File: src/rtl/pmw_pkg.sv
package pmw_pkg;
    typedef enum logic [1:0] {
        ST_IDLE    = 2'd0,
        ST_RD_WAIT = 2'd1,
        ST_WR_WAIT = 2'd2,
        ST_ER_WAIT = 2'd3
    } pmw_state_e;

    typedef enum logic [1:0] {
        OP_NONE  = 2'b00,
        OP_READ  = 2'b01,
        OP_WRITE = 2'b10,
        OP_ERASE = 2'b11
    } pmw_op_e;

    localparam logic [2:0] IDX_SEL   = 3'd0;
    localparam logic [2:0] IDX_PTR_U = 3'd1;
    localparam logic [2:0] IDX_PTR_H = 3'd2;
    localparam logic [2:0] IDX_PTR_L = 3'd3;
    localparam logic [2:0] IDX_DAT_H = 3'd4;
    localparam logic [2:0] IDX_DAT_L = 3'd5;
    localparam logic [2:0] IDX_STAT  = 3'd6;
endpackage

File: src/rtl/pmw_ptr_bank.sv
module pmw_ptr_bank #(
    parameter int N_PTR     = 8,
    parameter int PTR_BYTES = 3,
    localparam int SEL_W    = $clog2(N_PTR),
    localparam int PTR_W    = 8 * PTR_BYTES
) (
    input  logic                 clk,
    input  logic                 rst_n,
    input  logic [SEL_W-1:0]     sel,
    input  logic [PTR_BYTES-1:0] byte_we,
    input  logic [7:0]           wbyte,
    output logic [PTR_W-1:0]     ptr_out
);
    logic [PTR_W-1:0] ptr_q [N_PTR];

    for (genvar p = 0; p < N_PTR; p++) begin : g_ptr
        for (genvar b = 0; b < PTR_BYTES; b++) begin : g_byte
            always_ff @(posedge clk or negedge rst_n) begin
                if (!rst_n)
                    ptr_q[p][b*8 +: 8] <= 8'h00;
                else if (byte_we[b] && (sel == SEL_W'(p)))
                    ptr_q[p][b*8 +: 8] <= wbyte;
            end
        end
    end

    assign ptr_out = ptr_q[sel];
endmodule

File: src/rtl/pmw_seq.sv
module pmw_seq
    import pmw_pkg::*;
(
    input  logic       clk,
    input  logic       rst_n,
    input  logic       cmd_valid,
    input  logic [1:0] cmd_op,
    input  logic       wr_enable,
    input  logic       fetch_req,
    input  logic       mem_ack,
    output logic       accept,
    output logic       load_rd,
    output logic       busy,
    output logic       mem_req,
    output logic       mem_we,
    output logic       mem_erase
);
    pmw_state_e state_q, state_d;
    pmw_op_e    op;

    assign op = pmw_op_e'(cmd_op);

    always_comb begin
        accept = 1'b0;
        if (state_q == ST_IDLE && cmd_valid && !fetch_req) begin
            unique case (op)
                OP_READ:           accept = 1'b1;
                OP_WRITE, OP_ERASE: accept = wr_enable;
                default:           accept = 1'b0;
            endcase
        end
    end

    always_comb begin
        state_d = state_q;
        unique case (state_q)
            ST_IDLE: begin
                if (accept) begin
                    unique case (op)
                        OP_READ:  state_d = ST_RD_WAIT;
                        OP_WRITE: state_d = ST_WR_WAIT;
                        OP_ERASE: state_d = ST_ER_WAIT;
                        default:  state_d = ST_IDLE;
                    endcase
                end
            end
            ST_RD_WAIT, ST_WR_WAIT, ST_ER_WAIT: begin
                if (mem_ack) state_d = ST_IDLE;
            end
            default: state_d = ST_IDLE;
        endcase
    end

    always_ff @(posedge clk or negedge rst_n) begin
        if (!rst_n) state_q <= ST_IDLE;
        else        state_q <= state_d;
    end

    always_comb begin
        mem_req   = (state_q != ST_IDLE);
        mem_we    = (state_q == ST_WR_WAIT);
        mem_erase = (state_q == ST_ER_WAIT);
        load_rd   = (state_q == ST_RD_WAIT) && mem_ack;
        busy      = fetch_req || (state_q != ST_IDLE);
    end
endmodule

File: src/rtl/pmem_word_unit.sv
module pmem_word_unit
    import pmw_pkg::*;
#(
    parameter int N_PTR = 8,
    localparam int SEL_W = $clog2(N_PTR)
) (
    input  logic        clk,
    input  logic        rst_n,
    input  logic [2:0]  reg_addr,
    input  logic        reg_wr,
    input  logic [7:0]  reg_wdata,
    output logic [7:0]  reg_rdata,
    input  logic        cmd_valid,
    input  logic [1:0]  cmd_op,
    input  logic        wr_enable,
    input  logic        fetch_req,
    output logic        busy,
    output logic        mem_req,
    output logic        mem_we,
    output logic        mem_erase,
    output logic [23:0] mem_addr,
    output logic [15:0] mem_wdata,
    input  logic        mem_ack,
    input  logic [15:0] mem_rdata
);
    logic [SEL_W-1:0] sel_q;
    logic [7:0]       dat_h_q, dat_l_q;
    logic [23:0]      ptr_cur;
    logic [2:0]       byte_we;
    logic             accept, load_rd;

    assign byte_we[2] = reg_wr && (reg_addr == IDX_PTR_U);
    assign byte_we[1] = reg_wr && (reg_addr == IDX_PTR_H);
    assign byte_we[0] = reg_wr && (reg_addr == IDX_PTR_L);

    pmw_ptr_bank #(.N_PTR(N_PTR), .PTR_BYTES(3)) u_bank (
        .clk     (clk),
        .rst_n   (rst_n),
        .sel     (sel_q),
        .byte_we (byte_we),
        .wbyte   (reg_wdata),
        .ptr_out (ptr_cur)
    );

    pmw_seq u_seq (
        .clk       (clk),
        .rst_n     (rst_n),
        .cmd_valid (cmd_valid),
        .cmd_op    (cmd_op),
        .wr_enable (wr_enable),
        .fetch_req (fetch_req),
        .mem_ack   (mem_ack),
        .accept    (accept),
        .load_rd   (load_rd),
        .busy      (busy),
        .mem_req   (mem_req),
        .mem_we    (mem_we),
        .mem_erase (mem_erase)
    );

    always_ff @(posedge clk or negedge rst_n) begin
        if (!rst_n) begin
            sel_q     <= '0;
            dat_h_q   <= 8'h00;
            dat_l_q   <= 8'h00;
            mem_addr  <= 24'h0;
            mem_wdata <= 16'h0;
        end else begin
            if (reg_wr && reg_addr == IDX_SEL)   sel_q   <= reg_wdata[SEL_W-1:0];
            if (reg_wr && reg_addr == IDX_DAT_H) dat_h_q <= reg_wdata;
            if (reg_wr && reg_addr == IDX_DAT_L) dat_l_q <= reg_wdata;
            if (load_rd) begin
                dat_h_q <= mem_rdata[15:8];
                dat_l_q <= mem_rdata[7:0];
            end
            if (accept) begin
                mem_addr  <= ptr_cur;
                mem_wdata <= {dat_h_q, dat_l_q};
            end
        end
    end

    always_comb begin
        unique case (reg_addr)
            IDX_SEL:   reg_rdata = {{(8-SEL_W){1'b0}}, sel_q};
            IDX_PTR_U: reg_rdata = ptr_cur[23:16];
            IDX_PTR_H: reg_rdata = ptr_cur[15:8];
            IDX_PTR_L: reg_rdata = ptr_cur[7:0];
            IDX_DAT_H: reg_rdata = dat_h_q;
            IDX_DAT_L: reg_rdata = dat_l_q;
            IDX_STAT:  reg_rdata = {7'b0, busy};
            default:   reg_rdata = 8'h00;
        endcase
    end
endmodule

File: config.mk
export PLATFORM = sky130hd
export DESIGN_NAME = pmem_word_unit
export DESIGN_NICKNAME = d
export VERILOG_FILES = /design/src/rtl/pmw_pkg.sv /design/src/rtl/pmw_ptr_bank.sv /design/src/rtl/pmw_seq.sv /design/src/rtl/pmem_word_unit.sv
export SDC_FILE = /design/constraint.sdc
export NUM_CORES = 1
export LEC_CHECK = 0
export BUFFER_PORTS_ARGS = -buffer_cell sky130_fd_sc_hd__clkbuf_2
export CAP_MARGIN = 5
export CORE_MARGIN = 4
export CORE_UTILIZATION = 25
export DETAILED_ROUTE_END_ITERATION = 6
export PLACE_DENSITY = 0.46
export SLEW_MARGIN = 20
export SYNTH_ARGS = -nofsm -noshare
export SYNTH_HDL_FRONTEND = slang
export SYNTH_HIERARCHICAL = 1
export SYNTH_SLANG_ARGS = --single-unit
File: constraint.sdc
create_clock -name clk -period 4.4 [get_ports clk]
set_input_delay 0.66 -clock clk [delete_from_list [all_inputs] [get_ports clk]]
set_output_delay 0.66 -clock clk [all_outputs]
set_load 0.03 [all_outputs]
# After elaboration in Yosys (flattened, before gate mapping)
# Cells that the tools add are included.
# totals
ff_bits	253
in_bits	36
output_inout_bits	52
wordCells	111
# classes
magnitude_cmp	1
eq_ne	21
n_mux	14
bitwise_logic	1
n_reduce_logical	44
# ops
op	n
binary-select mux 24 bit (select 3 bit)	1
case mux 8 bit (7 select lines)	1
two-way mux 24 bit	2
logical AND 1 bit	33
two-way mux 8 bit	4
== test 3 bit (second input constant)	7
== test 3 x 2 -> 1 bit (second input constant)	4
== test 2 bit (second input constant)	4
== test 3 x 1 -> 1 bit (second input constant)	2
logical NOT 3 bit	2
case mux 2 bit (3 select lines)	1
nonzero test 2 bit	3
== test 2 x 1 -> 1 bit (second input constant)	2
greater-or-equal comparator 4 bit (second input constant)	1
two-way mux 2 bit	2
inequality test 2 bit (second input constant)	2
inverter 3 -> 4 bit	1
case mux 2 bit (2 select lines)	1
OR reduction 3 bit	1
logical NOT 2 bit	1
case mux 1 bit (2 select lines)	1
AND reduction 2 bit	1
OR reduction 2 bit	1
logical NOT 1 bit	1
other kinds (2)	2

# Depth between registers and ports, before layout
# logic_depth
depth_word	6
ltp_mapped	10

# By module
# The synthesis kept the hierarchy.
# by_module_without_submodules
mod	instances	cells_per_inst	area_each_um2	seq_area_each_um2
pmw_ptr_bank	1	623	8934.8	4804.6
pmem_word_unit	1	212	2770.2	1476.4
pmw_seq	1	17	145.1	50.0

# Worst setup path before layout
# Ideal clock, no wire load.
# synth_timing
kind	register to output
startpoint	reg sel_q[0]
endpoint	out reg_rdata[1]
t_arrival_ns	2.101
required_time_ns	3.740
slack_ns	1.639
path_stages_with_launch	10
path_buffers	4
cell_sequence	dfrtp_1 > buf_4 > or2_1 > buf_4 > buf_4 > buf_6 > o22ai_1 > a221oi_1 > mux4_2 > a22o_1
# synth_via
elab_chain_len	5
# synth_lines
item	line_no	text
from (decl)	pmem_word_unit.sv:26	logic [SEL_W-1:0] sel_q;
from (signal assigned)	pmem_word_unit.sv:69	if (reg_wr && reg_addr == IDX_SEL) sel_q <= reg_wdata[SEL_W-1:0];
inverter 3 -> 4 bit (not written as such)	pmw_ptr_bank.sv:27	assign ptr_out = ptr_q[sel];
binary-select mux 24 bit (select 3 bit)	pmw_ptr_bank.sv:27	
two-way mux 24 bit (not written as such) (2 in series)	pmw_ptr_bank.sv:27	
via ptr_cur[9]	pmem_word_unit.sv:28	logic [23:0] ptr_cur;
case mux 8 bit (7 select lines)	pmem_word_unit.sv:84	unique case (reg_addr)
to (decl)	pmem_word_unit.sv:12	output logic [7:0] reg_rdata,
# The timed path passes the listed nets, and every way through them passes these cells. The select of a mux whose other input is x is not followed.

# Worst setup path after layout
# layout_timing
startpoint	reg sel_q[1]
endpoint	out reg_rdata[3]
# Same word-level chain as after synthesis.

==> flow_summary.ini <==
[critical_path]
reg2reg_depth = 4
critical_path_class = flip-flop to output pin
cp.arrival_ps = 3590
critPathMaxFanout = 30
required_ps = 3740
r2r-start = sel_q[1]$_DFFE_PN0P_
ff2ff_setup_slack_ps = 1960
regToRegEndpoint = u_bank/ptr_q[71]$_DFFE_PN0P_
end_kind = output pin
start_kind = flip-flop

[sta]
hold_viol = 0
skew_ps = 6.32
period_share_pct = 96.6
timing.final.ws_setup_ps = 149
max_freq_mhz = 235
fin_crit_ps = 4250
drv_slew = 0
finalSetupViolations = 0
rsz0062_at_grt = no
worst_pin_slew_ps = 809
final.setup.tns_ps = 0
relSlewSlack_pct = 46.1

[drt]
wl_mm = 34.4
vias_per_cell = 4.77
drtAntennaViolNets = 0
drc = 0
vias = 7411
wire_per_inst_microns = 22.2
dr.first_iter.drc_count = 455
first_pass_iters = 4

[synthesis]
synth_nets = 888
syn_avg_cell_area_sq_um = 13.9
yosysTopAreaCell = dfrtp_1
synth_area_leaders = dfrtp_1 (53%), mux2_2 (23%), mux2i_1 (4.3%)
synthCells = 852
synthArstFlopShare_pct = 100
syn_area_sq_mm = 0.0119
yosys_register_bits = 253
seq_area_frac_synth_pct = 53.4
ys_types = 48
yosysMostFrequentCell = dfrtp_1
ys.flop_type = dfrtp_1
synth_edf_count = 0
synth_top_area_share_pct = 53.4
synth_commonest_cells = dfrtp_1 (253), mux2_2 (247), mux2i_1 (51)
ys_warn_count = 6

[status]
status = finished, final reports clean

[global_route]
grt_max_degree = 77
grt_pass1_wl_mm = 52.5
overflow = 0
grt_pass1_vias = 7786
grt_use_total_pct = 13.4
grt_antenna_before_repair = 0

[placement]
place_congestion = 0.771
dp_slack_ps = 792
port_buffers = 87
post-place-cells = 1501
detailed_place_hpwl_mm = 22.8

[hold_path]
hold_path_class = input pin to async pin

[pwr]
ir_drop_v = 0.000226
power.density_mw_per_mm2 = 613
p_leak_nw = 6.25

[clocking]
clock_path_buffers = 3
postCtsSetupRepairBufs = 0
cts.sinks = 253
path_clk_slew_ps = 60
h-tree-depth = 1
root_buffer = clkbuf_16
cts_resized = 0
cts_tree = done
cts_buffers = 29
clock_latency_ps = 550
ctsHoldBuffers = 0

[floorplanning]
die_y_microns = 226
ios = 88
die_w_microns = 226
dieArea_sq_mm = 0.0509
rows = 79
initial_core_util_pct = 25.4
core_sq_mm = 0.0467

[final_layout]
n_antenna_cell = 0
nets = 961
areaGrowthSynthToFinish_pct = 16.6
drive_gt1_share_pct = 46.0
fin_cells = 1553

[flow_run]
cap_violations = 0
## layer usage
metal / vias up / global-route usage [%] / routed length [microns]
met5: - / 0 / 0
met4: 0 / 2.73 / 517
met3: 40 / 2.09 / 1610
met2: 176 / 21.3 / 15700
met1: 3878 / 19.4 / 16700
li1: 3317 / - / -
## registers in the layout, summed over array words and instances (netlist names)
register / count
sel_q: 3
dat_h_q: 8
mem_addr: 24
u_bank/ptr_q: 192
mem_wdata: 16
u_seq/state_q: 2
dat_l_q: 8
## worst max-delay path by stage
stage	from	end	slack (ps)	cells past startpoint
6_report	sel_q[1]$_DFFE_PN0P_	reg_rdata[3]	150	8
5_1_grt	sel_q[1]$_DFFE_PN0P_	reg_rdata[3]	150	8
4_1_cts	sel_q[1]$_DFFE_PN0P_	reg_rdata[3]	190	8
3_5_place_dp	sel_q[1]$_DFFE_PN0P_	reg_rdata[3]	790	8
3_3_place_gp	sel_q[1]$_DFFE_PN0P_	reg_rdata[3]	800	8
2_1_floorplan	sel_q[0]$_DFFE_PN0P_	reg_rdata[1]	1640	9
## critical path, stage by stage (launching register included)
cell and delay, ps:
dfrtp_4 680, nand2b_1 440, buf_4 250, o2bb2ai_1 80
a221oi_1 640, mux2i_1 280, o2bb2ai_1 280, a221o_1 170
clkbuf_2 210
## area by class of cell
cell class | instances | area, sq um
Multi-Input combinational cell | 532 | 5140
Inverter | 4 | 15.0
Fill cell | 4756 | 32800
Tap cell | 607 | 759
Clock buffer | 41 | 851
Timing Repair Buffer | 105 | 606
Clock inverter | 11 | 110
Sequential cell | 253 | 6330
## where the power goes
part | switching (mW) | internal (mW) | leakage [nW]
sequential | 0.447 | 3.04 | 3.27
clock | 0.971 | 1.45 | 0.476
combinational | 1.46 | 1.10 | 2.50
total | 2.88 | 5.59 | 6.25
## cell families (layout without fill, tap and decap cells)
kind of cell | Yosys count | in the layout | synth area share [%]
muxes | 337 | 337 | 31.9
AOI/OAI and AO/OA | 102 | 102 | 6.30
buffers and inverters | 67 | 161 | 3.28
DFF | 253 | 253 | 53.4
and+or+nand+nor | 93 | 93 | 5.12
## stage by stage
stage	util, %	area [sq um]	total power [mW]	hold slack, ps
global route	29.6	13800	8.93	131
global placement	27.6	12900	6.08	473
detailed placement	27.6	12900	6.11	480
CTS	29.6	13800	8.58	110
floorplan	-	11900	5.18	364
finish	29.6	13800	8.47	83.1
## cell usage in the layout, fill, tap and decap left out, types with 5 or more instances in the layout
cell type and n:
o22ai_1 28, clkinv_2 7, mux2_2 247, nand3_2 9
a211oi_1 7, mux2i_1 51, nor2_1 8, o2bb2ai_1 17
dfrtp_1 252, buf_4 16, clkbuf_8 8, clkbuf_16 29
nand2_1 22, nor2_4 7, a221oi_1 17, nor3_1 5
mux2_1 35, o21ai_1 16, clkbuf_2 86, nand2b_1 8
Note: power is estimated with default switching activity, not from simulation.
